[src/rtl/dirc_pkg.sv]
package dirc_pkg;

    // Default geometry of the cache
    localparam int DIRC_ENTRIES    = 4;
    localparam int DIRC_VA_W       = 48;
    localparam int DIRC_PFN_W      = 40;
    localparam int DIRC_REGION_LSB = 30;

    // What a fill offer does to the array
    typedef enum logic [1:0] {
        ACT_IDLE    = 2'd0,
        ACT_REFRESH = 2'd1,
        ACT_FILL    = 2'd2,
        ACT_EVICT   = 2'd3
    } fill_act_e;

    // Registered lookup answer
    typedef struct packed {
        logic                  vld;
        logic                  hit;
        logic [DIRC_PFN_W-1:0] base;
    } dirc_rsp_t;

endpackage

[src/rtl/dirc_match.sv]
module dirc_match #(
    parameter int N     = 4,
    parameter int TAG_W = 18,
    localparam int IDX_W = $clog2(N)
) (
    input  logic [N-1:0]     valid,
    input  logic [TAG_W-1:0] tags [N],
    input  logic [TAG_W-1:0] key,
    output logic [N-1:0]     hit_vec,
    output logic             hit,
    output logic [IDX_W-1:0] hit_idx
);
    // Compare the key against every slot in parallel
    for (genvar g = 0; g < N; g++) begin : g_cmp
        assign hit_vec[g] = valid[g] && (tags[g] == key);
    end

    assign hit = |hit_vec;

    // Encode the matching slot; at most one slot matches a region
    always_comb begin
        hit_idx = '0;
        for (int i = 0; i < N; i++) begin
            if (hit_vec[i]) begin
                hit_idx = IDX_W'(i);
            end
        end
    end
endmodule

[src/rtl/dirc_lru.sv]
module dirc_lru #(
    parameter int N = 4,
    localparam int IDX_W = $clog2(N)
) (
    input  logic             clk,
    input  logic             rst,
    input  logic             use_a,
    input  logic [IDX_W-1:0] idx_a,
    input  logic             use_b,
    input  logic [IDX_W-1:0] idx_b,
    output logic [IDX_W-1:0] oldest
);
    // Age per slot: 0 is most recent, N-1 is least recent; ages stay a permutation
    logic [IDX_W-1:0] age_q   [N];
    logic [IDX_W-1:0] age_mid [N];
    logic [IDX_W-1:0] age_d   [N];

    // Apply use A first (lookup hit), then use B (fill) on the result
    always_comb begin
        for (int i = 0; i < N; i++) begin
            age_mid[i] = age_q[i];
        end
        if (use_a) begin
            for (int i = 0; i < N; i++) begin
                if (IDX_W'(i) == idx_a) begin
                    age_mid[i] = '0;
                end else if (age_q[i] < age_q[idx_a]) begin
                    age_mid[i] = age_q[i] + 1'b1;
                end
            end
        end
        for (int i = 0; i < N; i++) begin
            age_d[i] = age_mid[i];
        end
        if (use_b) begin
            for (int i = 0; i < N; i++) begin
                if (IDX_W'(i) == idx_b) begin
                    age_d[i] = '0;
                end else if (age_mid[i] < age_mid[idx_b]) begin
                    age_d[i] = age_mid[i] + 1'b1;
                end
            end
        end
    end

    always_ff @(posedge clk) begin
        if (rst) begin
            for (int i = 0; i < N; i++) begin
                age_q[i] <= IDX_W'(i);
            end
        end else begin
            for (int i = 0; i < N; i++) begin
                age_q[i] <= age_d[i];
            end
        end
    end

    always_comb begin
        oldest = '0;
        for (int i = 0; i < N; i++) begin
            if (age_q[i] == IDX_W'(N - 1)) begin
                oldest = IDX_W'(i);
            end
        end
    end
endmodule

[src/rtl/dir_region_cache.sv]
module dir_region_cache
    import dirc_pkg::*;
#(
    parameter int ENTRIES    = DIRC_ENTRIES,
    parameter int VA_W       = DIRC_VA_W,
    parameter int PFN_W      = DIRC_PFN_W,
    parameter int REGION_LSB = DIRC_REGION_LSB
) (
    input  logic             clk,
    input  logic             rst,
    input  logic             q_req,
    input  logic [VA_W-1:0]  q_va,
    output logic             r_vld,
    output logic             r_hit,
    output logic [PFN_W-1:0] r_dir_base,
    input  logic             fill_req,
    input  logic [VA_W-1:0]  fill_va,
    input  logic             fill_upper_ok,
    input  logic [PFN_W-1:0] fill_dir_base,
    input  logic             flush_all
);
    localparam int TAG_W = VA_W - REGION_LSB;
    localparam int IDX_W = $clog2(ENTRIES);

    // Entry storage
    logic [ENTRIES-1:0] vld_q;
    logic [TAG_W-1:0]   tag_q  [ENTRIES];
    logic [PFN_W-1:0]   base_q [ENTRIES];

    logic [TAG_W-1:0] q_key;
    logic [TAG_W-1:0] f_key;
    assign q_key = q_va[VA_W-1:REGION_LSB];
    assign f_key = fill_va[VA_W-1:REGION_LSB];

    // Lookup match
    logic [ENTRIES-1:0] q_hit_vec;
    logic               q_hit;
    logic [IDX_W-1:0]   q_idx;

    dirc_match #(.N(ENTRIES), .TAG_W(TAG_W)) u_q_match (
        .valid   (vld_q),
        .tags    (tag_q),
        .key     (q_key),
        .hit_vec (q_hit_vec),
        .hit     (q_hit),
        .hit_idx (q_idx)
    );

    // Fill match, used to refresh a resident region in place
    logic [ENTRIES-1:0] f_hit_vec;
    logic               f_hit;
    logic [IDX_W-1:0]   f_idx;

    dirc_match #(.N(ENTRIES), .TAG_W(TAG_W)) u_f_match (
        .valid   (vld_q),
        .tags    (tag_q),
        .key     (f_key),
        .hit_vec (f_hit_vec),
        .hit     (f_hit),
        .hit_idx (f_idx)
    );

    // Lowest free slot
    logic             free_any;
    logic [IDX_W-1:0] free_idx;

    always_comb begin
        free_any = 1'b0;
        free_idx = '0;
        for (int i = ENTRIES - 1; i >= 0; i--) begin
            if (!vld_q[i]) begin
                free_any = 1'b1;
                free_idx = IDX_W'(i);
            end
        end
    end

    // Recency tracking
    logic             q_use;
    logic             f_use;
    logic [IDX_W-1:0] oldest;
    logic [IDX_W-1:0] tgt;
    fill_act_e        act;

    assign q_use = q_req && q_hit;
    assign f_use = (act != ACT_IDLE);

    dirc_lru #(.N(ENTRIES)) u_lru (
        .clk    (clk),
        .rst    (rst),
        .use_a  (q_use),
        .idx_a  (q_idx),
        .use_b  (f_use),
        .idx_b  (tgt),
        .oldest (oldest)
    );

    // Decide what a fill does: refresh, take a free slot, or evict
    always_comb begin
        act = ACT_IDLE;
        tgt = '0;
        if (fill_req && fill_upper_ok && !flush_all) begin
            if (f_hit) begin
                act = ACT_REFRESH;
                tgt = f_idx;
            end else if (free_any) begin
                act = ACT_FILL;
                tgt = free_idx;
            end else begin
                act = ACT_EVICT;
                tgt = oldest;
            end
        end
    end

    always_ff @(posedge clk) begin
        if (rst || flush_all) begin
            vld_q <= '0;
        end else if (act != ACT_IDLE) begin
            vld_q[tgt]  <= 1'b1;
            tag_q[tgt]  <= f_key;
            base_q[tgt] <= fill_dir_base;
        end
    end

    // Response from pre-update contents
    dirc_rsp_t rsp_q;

    always_ff @(posedge clk) begin
        if (rst) begin
            rsp_q <= '0;
        end else begin
            rsp_q.vld  <= q_req;
            rsp_q.hit  <= q_use;
            rsp_q.base <= q_use ? base_q[q_idx] : '0;
        end
    end

    assign r_vld      = rsp_q.vld;
    assign r_hit      = rsp_q.hit;
    assign r_dir_base = rsp_q.base;
endmodule

[config.mk]
export PLATFORM = sky130hd
export DESIGN_NAME = dir_region_cache
export DESIGN_NICKNAME = d
export VERILOG_FILES = /design/src/rtl/dirc_pkg.sv /design/src/rtl/dirc_match.sv /design/src/rtl/dirc_lru.sv /design/src/rtl/dir_region_cache.sv
export SDC_FILE = /design/constraint.sdc
export NUM_CORES = 1
export LEC_CHECK = 0
export BUFFER_PORTS_ARGS = -buffer_cell sky130_fd_sc_hd__buf_2
export CORE_ASPECT_RATIO = 0.8
export CORE_MARGIN = 2
export CORE_UTILIZATION = 61
export CTS_CLUSTER_DIAMETER = 150
export DETAILED_ROUTE_END_ITERATION = 10
export HOLD_SLACK_MARGIN = 0.08
export PLACE_DENSITY = 0.85
export SYNTH_ARGS = -nofsm -noshare
export SYNTH_HDL_FRONTEND = slang
export SYNTH_SLANG_ARGS = --single-unit
export TNS_END_PERCENT = 10
[constraint.sdc]
create_clock -name clk -period 18 [get_ports clk]
set_clock_uncertainty 0.15 [all_clocks]
set_input_delay 0.9 -clock clk [delete_from_list [all_inputs] [get_ports clk]]
set_output_delay 0.9 -clock clk [all_outputs]
set_load 0.02 [all_outputs]
Word level (Yosys, flattened, before mapping)
Memory sizes are Yosys's and may differ from the RTL's. A register that Yosys moved wholly into a read port is not among the register bits.
Cells that the tools add are included.
- flip-flop bits (word level): 78
- RAM bits: 168
- output and inout bits: 42
- word-level logic and storage cells: 135
- memories kept: 2
- add/sub/neg operators: 8
- $lt $le $gt $ge: 12
- equality and inequality tests: 17
- muxes and demuxes: 59
- bitwise operators: 8
- reduce and logical (&&, ||, !) cells: 22
- memory list (name ; words ; bits a word ; rd ports ; clocked after memory_dff ; write ports ; line ; RTL):
    base_q ; 4 ; 40 ; 1 ; 1 ; 1 ; dir_region_cache.sv:28 ; logic [PFN_W-1:0] base_q [ENTRIES];
    u_lru.age_q ; 4 ; 2 ; 5 ; 0 ; 4 ; dirc_lru.sv:14 ; logic [IDX_W-1:0] age_q [N];
- operator list (kind ; number):
    == test 18 bit ; 8
    two-way mux 2 bit ; 37
    bitwise mux 72 bit ; 1
    demux 18 bit (select 2 bit) ; 1
    two-way mux 18 bit ; 1
    adder 2 x 1 -> 2 bit, second input constant ; 8
    less-than comparator 2 bit ; 8
    two-way mux 8 bit ; 2
    two-way mux 1 bit ; 15
    logical AND 1 bit ; 13
    == test 2 bit, first input constant ; 4
    OR reduction 4 bit ; 2
    == test 2 bit, second input constant ; 3
    binary-select mux 2 bit (select 2 bit) ; 1
    == test 1 x 2 -> 1 bit, first input constant ; 2
    logical NOT 2 bit ; 2
    OR 1 bit ; 4
    OR 4 bit ; 1
    >= comparator 3 bit, second input constant ; 1
    less-than comparator 2 x 3 -> 1 bit, second input constant ; 1
    less-than comparator 3 x 1 -> 1 bit, second input constant ; 1
    inverter 2 -> 3 bit ; 1
    demux 1 bit (select 2 bit) ; 1
    >= comparator 2 x 1 -> 1 bit, second input constant ; 1
    other kinds (6) ; 7

Logic depth before layout (Yosys ltp)
Gate-level depths: netlist (run 1).
An unclocked memory read counts as a cell.
- depth after elaboration: 18
- mapped depth: 17
- depth with buffers taken out: 16

Modules after synthesis
A second synthesis (run 1) with hierarchy kept.
- cell total of the unflattened synthesis: 776
- area total of the unflattened synthesis: 12324.3 µm²
- modules (own cells, without submodules) (module ; times used ; cells each ; area an instance (µm²) ; sequential area each (µm²)):
    dir_region_cache ; 1 ; 404 ; 9336.5 ; 7887.6
    dirc_match ; 2 ; 121 ; 973.4 ; 0.0
    dirc_lru ; 1 ; 130 ; 1041.0 ; 160.2

Least setup slack after synthesis (run 1)
No wires, ideal clock.
- path kind: in2reg
- from: input fill_va[40]
- to: memory base_q[2][0] (netlist name) (enable)
- setup time: 0.617 ns
- arrival time: 7.721 ns
- path slack: 9.511 ns
- stages on the path: 9
- cells stage by stage: clkbuf_1 > xor2_1 > nor4_1 > nand3_1 > o41ai_1 > o21ai_0 > nand2_1 > a21oi_1 > nor4_1
- word-level cells in the longest chain between the ends: 9
- RTL lines (item ; line ; RTL):
    start, declared ; dir_region_cache.sv:17 ; input logic [VA_W-1:0] fill_va,
    == test 18 bit ; dirc_match.sv:15 ; assign hit_vec[g] = valid[g] && (tags[g] == key);
    logical AND 1 bit ; dirc_match.sv:15 ;
    OR reduction 4 bit ; dirc_match.sv:18 ; assign hit = |hit_vec;
    two-way mux 2 bit ; dir_region_cache.sv:103 ; if (f_hit) begin
    two-way mux 2 bit ; dir_region_cache.sv:102 ; if (fill_req && fill_upper_ok && !flush_all) begin
    nonzero test 2 bit ; dir_region_cache.sv:119 ; end else if (act != ACT_IDLE) begin
    two-way mux 1 bit ; dir_region_cache.sv:119 ;
    two-way mux 1 bit ; dir_region_cache.sv:117 ; if (rst || flush_all) begin
    two-way mux 1 bit (not written as such) ; dir_region_cache.sv:122 ; base_q[tgt] <= fill_dir_base;
    end, declared ; dir_region_cache.sv:28 ;
Several ways; a longest one is shown, not always the timed one.

==> results of run 1 <==
## flip-flops by register name, summed over array words and instances, names as in the netlist
signal,cells
base_q,160
r_hit,1
u_lru.age_q,8
tag_q,72
vld_q,4
r_vld,1
r_dir_base,40
## how the worst max path moves through the flow
stage	from	depth (start not counted)	end	slack, ns
after floorplan	fill_va[40]	9	base_q[2][0]$_DFFE_PP_	9.51
after global placement	q_va[41]	18	u_lru.age_q[3][1]$_SDFF_PP1_	11.68
after detailed placement	q_va[41]	18	u_lru.age_q[3][1]$_SDFF_PP1_	11.57
after CTS	q_va[41]	17	u_lru.age_q[3][1]$_SDFF_PP1_	12.09
after global routing	q_va[41]	17	u_lru.age_q[3][1]$_SDFF_PP1_	11.55
final	q_va[41]	18	u_lru.age_q[3][1]$_SDFF_PP1_	11.94
## report_power, final
part / internal (mW) / total [mW] / leakage, nW / switching [mW]
combinational: 0.0272 / 0.0706 / 2.17 / 0.0434
clock: 0.335 / 0.570 / 0.440 / 0.235
sequential: 0.718 / 0.722 / 2.53 / 0.00364
total: 1.08 / 1.36 / 5.14 / 0.282
## logic make-up (layout without fill, tap and decap cells)
group           Yosys count  after routing
compound gates          149            149
xor+xnor                148            148
fa+ha+maj                 8              8
buf+inv                  42            191
flops                   286            286
mux                      40             40
other cells               0              3
simple gates            224            224
## per-stage QoR
stage               cell area (um^2)  util, %  std cells
global placement               13100     66.4       1262
finish                         14000     70.9       1313
detailed placement             13100     66.4       1262
CTS                            14000     70.9       1310
floorplan                      12200        -        897
global route                   14000     70.9       1311
## synth_stat cells (all sizes together) (5+ instances only)
master,instances,share of area (%)
nand2,16,0.49
a31oi,5,0.31
inv,11,0.34
or2,5,0.26
a211oi,42,2.6
nor4,18,0.98
clkbuf,20,0.62
o21a,10,0.62
buf,11,0.41
ha,7,0.72
xnor2,69,5.0
edfxtp,232,57
nor3,16,0.70
mux2i,40,3.3
o21ai,16,0.66
nand4,26,1.3
nor2,104,3.2
or3,5,0.26
xor2,79,5.7
dfxtp,54,8.9
a21oi,52,2.1
nand3,7,0.29
## layer usage
layer,GRT usage [%],vias to the layer above
met5,0,-
li1,-,3606
met2,41.1,337
met3,4.39,54
met1,39.0,3881
met4,7.34,0
## layout make-up
type                       instances  area (um^2)  share of cell area (%)
timing repair buffer             132          683                    4.89
sequential                       286         8050                    57.6
clock inverter                    12          144                    1.03
clock buffer                      36          749                    5.37
multi-input combinational        569         3960                    28.4
inverter                          11         41.3                   0.296
tap                              264          330                    2.37
antenna                            3         7.51                  0.0538
## worst reg2reg max path, stage by stage (launching register included)
cell,delay [ns]
edfxtp_1,0.42
xnor2_1,0.33
nand4_1,0.13
nor4b_1,0.69
and2_2,0.27
buf_4,0.69
nand2_1,0.31
o21a_1,0.23
or4b_1,0.48
a21oi_1,0.16
a211o_2,0.16
o21ai_1,0.06
a221oi_1,0.52
ha_1,0.36
or3_1,0.35
nor3_1,0.26
xnor2_1,0.16
o21ai_0,0.09
==> summary.json, run 1 <==
{
  "status": {
    "outcome": "finished, final reports clean"
  },
  "power_and_ir_drop": {
    "worst_ir_drop_vdd_uv": 73.2,
    "pwr_density_cell_nw_per_um2": 97.6,
    "cellLeakagePower_nw": 5.14,
    "total_power_mw": 1.36
  },
  "drt": {
    "met3WireLength_um": 2250,
    "drt-pass1-iter-count": 5,
    "postRouteAntennaNets": 0,
    "highest-signal-layer": "met4",
    "drc": 0,
    "detail_route.wirelength_um": 27800,
    "routed_wire_length_per_instance_um": 21.2,
    "drt_iter0_drc": 750,
    "met1_length_um": 12100,
    "met2_routed_wl_um": 12800,
    "detailroute.via_count": 7878,
    "via_per_inst": 6.00
  },
  "cts": {
    "htree_levels": 1,
    "worstSkewPairLatency_ns": 0.53,
    "cts.sink_count": 286,
    "cts-root-to-sink-buffers": 3,
    "cts_resized": 0,
    "post-cts-setup-buffers": 0,
    "cts_made_buffers": 26,
    "cts.root.buffer_cell": "clkbuf_16",
    "cts-hold-fix-buffers": 0,
    "cts_tree": "built",
    "path_clk_slew_ns": 0.06
  },
  "setup_path": {
    "critical_path.top_delay_family": "simple AND/OR/NAND/NOR gates",
    "cp_launch_type": "input port",
    "crit_path_max_incr_delay_ns": 0.69,
    "worst-setup-path-type": "in -> reg",
    "crit-reg2reg-launch": "tag_q[11]$_DFFE_PP_",
    "timing.reg2reg.setup_slack_ns": 12.04,
    "path_max_fanout": 85,
    "worst-r2r-cell-count": 17,
    "cpMaxStageDelayCell": "nor4b_1",
    "worstSetupEndpointType": "register",
    "critPathBufInv": 2,
    "critPathArrivalTime_ns": 6.30,
    "crit_top_cell": "xnor2_1",
    "regToRegEndpoint": "u_lru.age_q[3][1]$_SDFF_PP1_",
    "worst_path_cell_trace": "buf_2 -> xnor2_1 -> nand4_1 -> nor4b_1 -> and2_2 -> buf_4 -> nand2_1 -> o21a_1 -> or4b_1 -> a21oi_1 -> a211o_2 -> o21ai_1 -> a221oi_1 -> ha_1 -> or3_1 -> nor3_1 -> xnor2_1 -> o21ai_0",
    "worstPathRequired_ns": 18.23
  },
  "global_routing": {
    "number_of_antenna_violations_at_the_first_check_in_global_routing": 2,
    "overflow": 0,
    "grt_first_pass_wirelength_um": 42400,
    "groute.usage.overall_pct": 26.4,
    "first_global_vias": 7602,
    "grt_max_degree": 86
  },
  "die": {
    "fp.dieArea_um2": 21100,
    "floorplan.rows": 46,
    "io_pins": 184,
    "die_w_um": 162,
    "starting_utilization_of_the_core_area_pct": 61.7,
    "core_area_um2": 19700,
    "die_y_um": 130
  },
  "logic_synthesis": {
    "compound_gate_portion_of_the_synthesized_area_pct": 8.37,
    "main_combinational_cell_family_by_area_after_synthesis": "XOR/XNOR gates",
    "synth.cell_area_um2": 12200,
    "syn_area_per_cell_um2": 13.5,
    "synth-xor-area-share_pct": 10.7,
    "postSynthRegisterBits": 286,
    "synth-async-reset-ratio_pct": 0,
    "yosys.area_share.adder_pct": 0.813,
    "synth_cells": 897,
    "synth_edf_count": 232,
    "synth.yosys.warnings": 0,
    "synth_cell_types": 63,
    "yosys.area_share.simple_pct": 9.27,
    "muxShareOfSynthArea_pct": 3.29,
    "dominantRegCellSynth": "edfxtp_1",
    "synth_nets": 1046,
    "ys_seq_area_share_pct": 66.2
  },
  "run": {
    "drv.max_cap_violation_count": 0
  },
  "worst_hold_path": {
    "worst_hold_path.endpoint": "r_dir_base[2]$_SDFF_PP0_",
    "hold_path.startpoint": "base_q[3][2]$_DFFE_PP_",
    "hold_path.class": "reg -> reg",
    "worstHoldPathCells": 2
  },
  "finish": {
    "most_frequent_standard_cell_in_the_layout_excluding_fill_and_tap_cells": "edfxtp_1",
    "drive_gt1_share_pct": 19.0,
    "layout-area-overhead-vs-synth_pct": 14.9,
    "layout_common_cells": "edfxtp_1 (232), buf_2 (123), nor2_1 (103), xor2_1 (79), xnor2_1 (69)",
    "nNetsFinal": 1175,
    "layout.filler_cells": 1329
  },
  "placement": {
    "post-place-ws_ns": 11.57,
    "hpwl_um": 17900,
    "numPortBuffers": 123,
    "gp_congestion": 0.936
  },
  "sta": {
    "slew_headroom_pct": 36.2,
    "setup_violations": 0,
    "layout_setup_ws_ns": 11.94,
    "clock.fmax_ghz": 0.165,
    "fin_tns_setup_ns": 0,
    "finalCriticalPeriod_ns": 6.06,
    "worst_hold_slack_ns": 0.322,
    "tightest_slew_ns": 0.957,
    "period_share_pct": 33.7,
    "report.final.hold_viol_count": 0,
    "grt_setup_unrepaired": "no",
    "final_max_slew_viol_count": 0
  }
}
Note: power is estimated with default switching activity, not from simulation.
==> inputs of run 2 (changes only) <==
--- a/config.mk
+++ b/config.mk
@@ -8,11 +8,11 @@
 export BUFFER_PORTS_ARGS = -buffer_cell sky130_fd_sc_hd__buf_2
 export CORE_ASPECT_RATIO = 0.8
 export CORE_MARGIN = 2
-export CORE_UTILIZATION = 61
+export CORE_UTILIZATION = 51
 export CTS_CLUSTER_DIAMETER = 150
 export DETAILED_ROUTE_END_ITERATION = 10
 export HOLD_SLACK_MARGIN = 0.08
-export PLACE_DENSITY = 0.85
+export PLACE_DENSITY = 0.76
 export SYNTH_ARGS = -nofsm -noshare
 export SYNTH_HDL_FRONTEND = slang
 export SYNTH_SLANG_ARGS = --single-unit
==> constraint.sdc (replaced) <==
create_clock -name clk -period 5.41 [get_ports clk]
set_clock_uncertainty 0.15 [all_clocks]
set_input_delay 0.2705 -clock clk [delete_from_list [all_inputs] [get_ports clk]]
set_output_delay 0.2705 -clock clk [all_outputs]
set_load 0.02 [all_outputs]
==> run 2 against run 1 <==
Compared with the run above:
- worst setup slack got worse by 12 ns
- final cell count grew 8.9%
- routed wire length increased by 5.1%
- register-to-register slack lost 12 ns
- total power rose to 3.4 times the previous value
- core utilization shrank 7.9 points
- die area is 19% higher
- non-clock buffer count is 67 higher
- combinational power rose to 3.9 times the previous value
- critical path type is now reg -> reg
- largest power group unchanged
- highest routed layer unchanged
==> summary.json, run 2 (same netlist as run 1, synthesis figures left out) <==
{
  "status": {
    "outcome": {"value": "finished, final reports clean", "change": "unchanged"}
  },
  "drt": {
    "drc": {"value": 0, "change": "unchanged"},
    "met2_routed_wl": {"value": 12900, "unit": "um", "change": "was 12800 um"},
    "met3WireLength": {"value": 2460, "unit": "um", "change": "was 2250 um"},
    "postRouteAntennaNets": {"value": 0, "change": "unchanged"},
    "drt-pass1-iter-count": {"value": 4, "change": "was 5"},
    "detail_route.wirelength": {"value": 29200, "unit": "um", "change": "was 27800 um"},
    "detailroute.via_count": {"value": 8040, "change": "was 7878"},
    "met1_length": {"value": 13300, "unit": "um", "change": "was 12100 um"},
    "drt_iter0_drc": {"value": 773, "change": "was 750"},
    "via_per_inst": {"value": 5.62, "change": "was 6.00"},
    "routed_wire_length_per_instance": {"value": 20.5, "unit": "um", "change": "was 21.2 um"},
    "highest-signal-layer": {"value": "met4", "change": "unchanged"}
  },
  "finish": {
    "layout.filler_cells": {"value": 1756, "change": "was 1329"},
    "regMostFlops": {"value": "base_q", "change": "unchanged"},
    "drive_gt1_share": {"value": 18.5, "unit": "%", "change": "was 19.0%"},
    "post_route_insts_no_fill": {"value": 1430, "change": "was 1313"},
    "layout-area-overhead-vs-synth": {"value": 21.4, "unit": "%", "change": "was 14.9%"},
    "largest_register_ff_count": {"value": 160, "change": "unchanged"},
    "nNetsFinal": {"value": 1244, "change": "was 1175"},
    "layout_common_cells": {"value": "edfxtp_1 (232), buf_2 (123), nor2_1 (103), xor2_1 (79), xnor2_1 (69)", "change": "unchanged"},
    "most_frequent_standard_cell_in_the_layout_excluding_fill_and_tap_cells": {"value": "edfxtp_1", "change": "unchanged"}
  },
  "sta": {
    "clock.fmax_ghz": 0.195,
    "slew_headroom": {"value": 35.5, "unit": "%", "change": "was 36.2%"},
    "grt_setup_unrepaired": {"value": "no", "change": "unchanged"},
    "finalCriticalPeriod_ns": 5.12,
    "tightest_slew": {"value": 0.967, "unit": "ns", "change": "was 0.957 ns"},
    "layout_setup_ws": {"value": 0.286, "unit": "ns", "change": "was 11.94 ns"},
    "final_max_slew_viol_count": {"value": 0, "change": "unchanged"},
    "report.final.hold_viol_count": {"value": 0, "change": "unchanged"},
    "fin_tns_setup": {"value": 0, "unit": "ns", "change": "unchanged"},
    "period_share_pct": 94.7,
    "setup_violations": {"value": 0, "change": "unchanged"}
  },
  "cts": {
    "cts_tree": {"value": "built", "change": "unchanged"},
    "cts_made_buffers": {"value": 28, "change": "was 26"},
    "cts-root-to-sink-buffers": {"value": 3, "change": "unchanged"},
    "cts.root.buffer_cell": {"value": "clkbuf_16", "change": "unchanged"},
    "cts.sink_count": {"value": 286, "change": "unchanged"},
    "worstSkewPairLatency": {"value": 0.54, "unit": "ns", "change": "was 0.53 ns"},
    "path_clk_slew": {"value": 0.06, "unit": "ns", "change": "about the same"},
    "htree_levels": {"value": 1, "change": "unchanged"}
  },
  "run": {
    "drv.max_cap_violation_count": {"value": 0, "change": "unchanged"}
  },
  "setup_path": {
    "worst-setup-path-type": {"value": "reg -> reg", "change": "was in -> reg"},
    "crit_top_cell": {"value": "nor3_1", "change": "was xnor2_1"},
    "worstPathRequired": {"value": 5.67, "unit": "ns", "change": "was 18.23 ns"},
    "critical_path.top_delay_family": {"value": "simple AND/OR/NAND/NOR gates", "change": "unchanged"},
    "crit_path_max_incr_delay": {"value": 0.59, "unit": "ns", "change": "was 0.69 ns"},
    "critPathBufInv": {"value": 1, "change": "was 2"},
    "worstSetupEndpointType": {"value": "register", "change": "unchanged"},
    "worst_path_cell_trace": {"value": "xnor2_1 -> nand4_1 -> or4_4 -> a2111oi_4 -> a2bb2oi_2 -> a31oi_2 -> or4b_1 -> a21oi_1 -> nor3_1 -> a221oi_1 -> buf_4 -> ha_1 -> or3_1 -> nor3_1 -> xor2_1 -> nor3_1", "change": "was buf_2 -> xnor2_1 -> nand4_1 -> nor4b_1 -> and2_2 -> buf_4 -> nand2_1 -> o21a_1 -> or4b_1 -> a21oi_1 -> a211o_2 -> o21ai_1 -> a221oi_1 -> ha_1 -> or3_1 -> nor3_1 -> xnor2_1 -> o21ai_0"},
    "cpMaxStageDelayCell": {"value": "or4_4", "change": "was nor4b_1"},
    "cp_launch_type": {"value": "register", "change": "was input port"},
    "path_max_fanout": {"value": 11, "change": "was 85"},
    "critPathArrivalTime": {"value": 5.39, "unit": "ns", "change": "was 6.30 ns"}
  },
  "die": {
    "fp.dieArea": {"value": 25100, "unit": "um^2", "change": "was 21100 um^2"},
    "die_y": {"value": 142, "unit": "um", "change": "was 130 um"},
    "io_pins": {"value": 184, "change": "unchanged"},
    "die_w": {"value": 177, "unit": "um", "change": "was 162 um"},
    "core_area": {"value": 23400, "unit": "um^2", "change": "was 19700 um^2"},
    "floorplan.rows": {"value": 50, "change": "was 46"},
    "starting_utilization_of_the_core_area": {"value": 51.9, "unit": "%", "change": "was 61.7%"}
  },
  "power_and_ir_drop": {
    "pwr_density_cell": {"value": 311, "unit": "nW/um^2", "change": "was 97.6 nW/um^2"},
    "worst_ir_drop_vdd": {"value": 211, "unit": "uV", "change": "was 73.2 uV"},
    "cellLeakagePower": {"value": 5.45, "unit": "nW", "change": "was 5.14 nW"}
  },
  "placement": {
    "gp_congestion": {"value": 0.922, "change": "was 0.936"},
    "hpwl": {"value": 18400, "unit": "um", "change": "was 17900 um"},
    "placedCellCount": {"value": 1316, "change": "was 1262"},
    "post-place-ws": {"value": 0.422, "unit": "ns", "change": "was 11.57 ns"},
    "numPortBuffers": {"value": 123, "change": "unchanged"}
  },
  "global_routing": {
    "number_of_antenna_violations_at_the_first_check_in_global_routing": {"value": 2, "change": "unchanged"},
    "grt_first_pass_wirelength": {"value": 45400, "unit": "um", "change": "was 42400 um"},
    "grt_max_degree": {"value": 83, "change": "was 86"},
    "overflow": {"value": 0, "change": "unchanged"},
    "groute.usage.overall": {"value": 23.6, "unit": "%", "change": "was 26.4%"},
    "first_global_vias": {"value": 8132, "change": "was 7602"}
  },
  "worst_hold_path": {
    "hold_path.class": {"value": "in -> reg", "change": "was reg -> reg"}
  }
}
==> run 2: path summary, 6_finish.rpt <==
| kind | startpoint | to | slack [ns] | depth (start not counted) |
|---|---|---|---|---|
| max | tag_q[39]$_DFFE_PP_ | u_lru.age_q[1][1]$_SDFF_PP0_ | 0.29 | 16 |
| min | fill_upper_ok | u_lru.age_q[1][1]$_SDFF_PP0_ | 0.32 | 5 |
| max reg2reg | tag_q[39]$_DFFE_PP_ | u_lru.age_q[1][1]$_SDFF_PP0_ | 0.29 | 16 |
| min reg2reg | base_q[3][12]$_DFFE_PP_ | r_dir_base[12]$_SDFF_PP0_ | 0.32 | 2 |
==> run 2: report_power, final <==
| part | switching, mW | total [mW] | internal (mW) |
|---|---|---|---|
| clock network | 0.803 | 1.91 | 1.10 |
| logic | 0.157 | 0.278 | 0.121 |
| registers | 0.0125 | 2.40 | 2.39 |
==> run 2: cell type report <==
class / count / area [um^2] / share of cell area (%)
sequential: 286 / 8050 / 54.6
multi-input combinational: 569 / 3970 / 26.9
timing repair buffer: 199 / 1380 / 9.33
clock buffer: 41 / 862 / 5.84
tap: 312 / 390 / 2.65
clock inverter: 10 / 61.3 / 0.416
inverter: 11 / 41.3 / 0.280
antenna: 2 / 5.00 / 0.0339
==> run 2: worst reg2reg max path, delay by kind of cell (launching register included) <==
kind | cells | cell delay [ns]
buffers and inverters | 1 | 0.21
adder cells (fa/ha/maj) | 1 | 0.23
AO/OA/AOI/OAI | 5 | 1.45
XOR/XNOR | 2 | 0.38
flip-flops | 1 | 0.43
AND/OR/NAND/NOR | 7 | 2.15
==> run 2: metal layers <==
metal,track usage [%],up-vias
li1,-,3755
met1,34.8,3913
met2,35.3,321
met3,5.24,51
met4,6.39,0
met5,0,-
==> run 2: repair_timing <==
action / 4_1_cts / 5_1_grt
hold endpoints to repair: 238 / 0
hold buffers: 61 / 0
resized for setup: 0 / 0
buffers inserted: 0 / 0
==> run 2: stage by stage <==
step / total power, mW / instance area (um^2) / hold slack [ns] / util, %
floorplan: 2.57 / 12200 / 0.219 / -
global placement: 2.68 / 13200 / 0.308 / 56.5
detailed placement: 2.68 / 13200 / 0.310 / 56.5
CTS: 4.61 / 14700 / 0.270 / 63.0
global route: 4.72 / 14700 / 0.323 / 63.0
finish: 4.59 / 14800 / 0.315 / 63.0
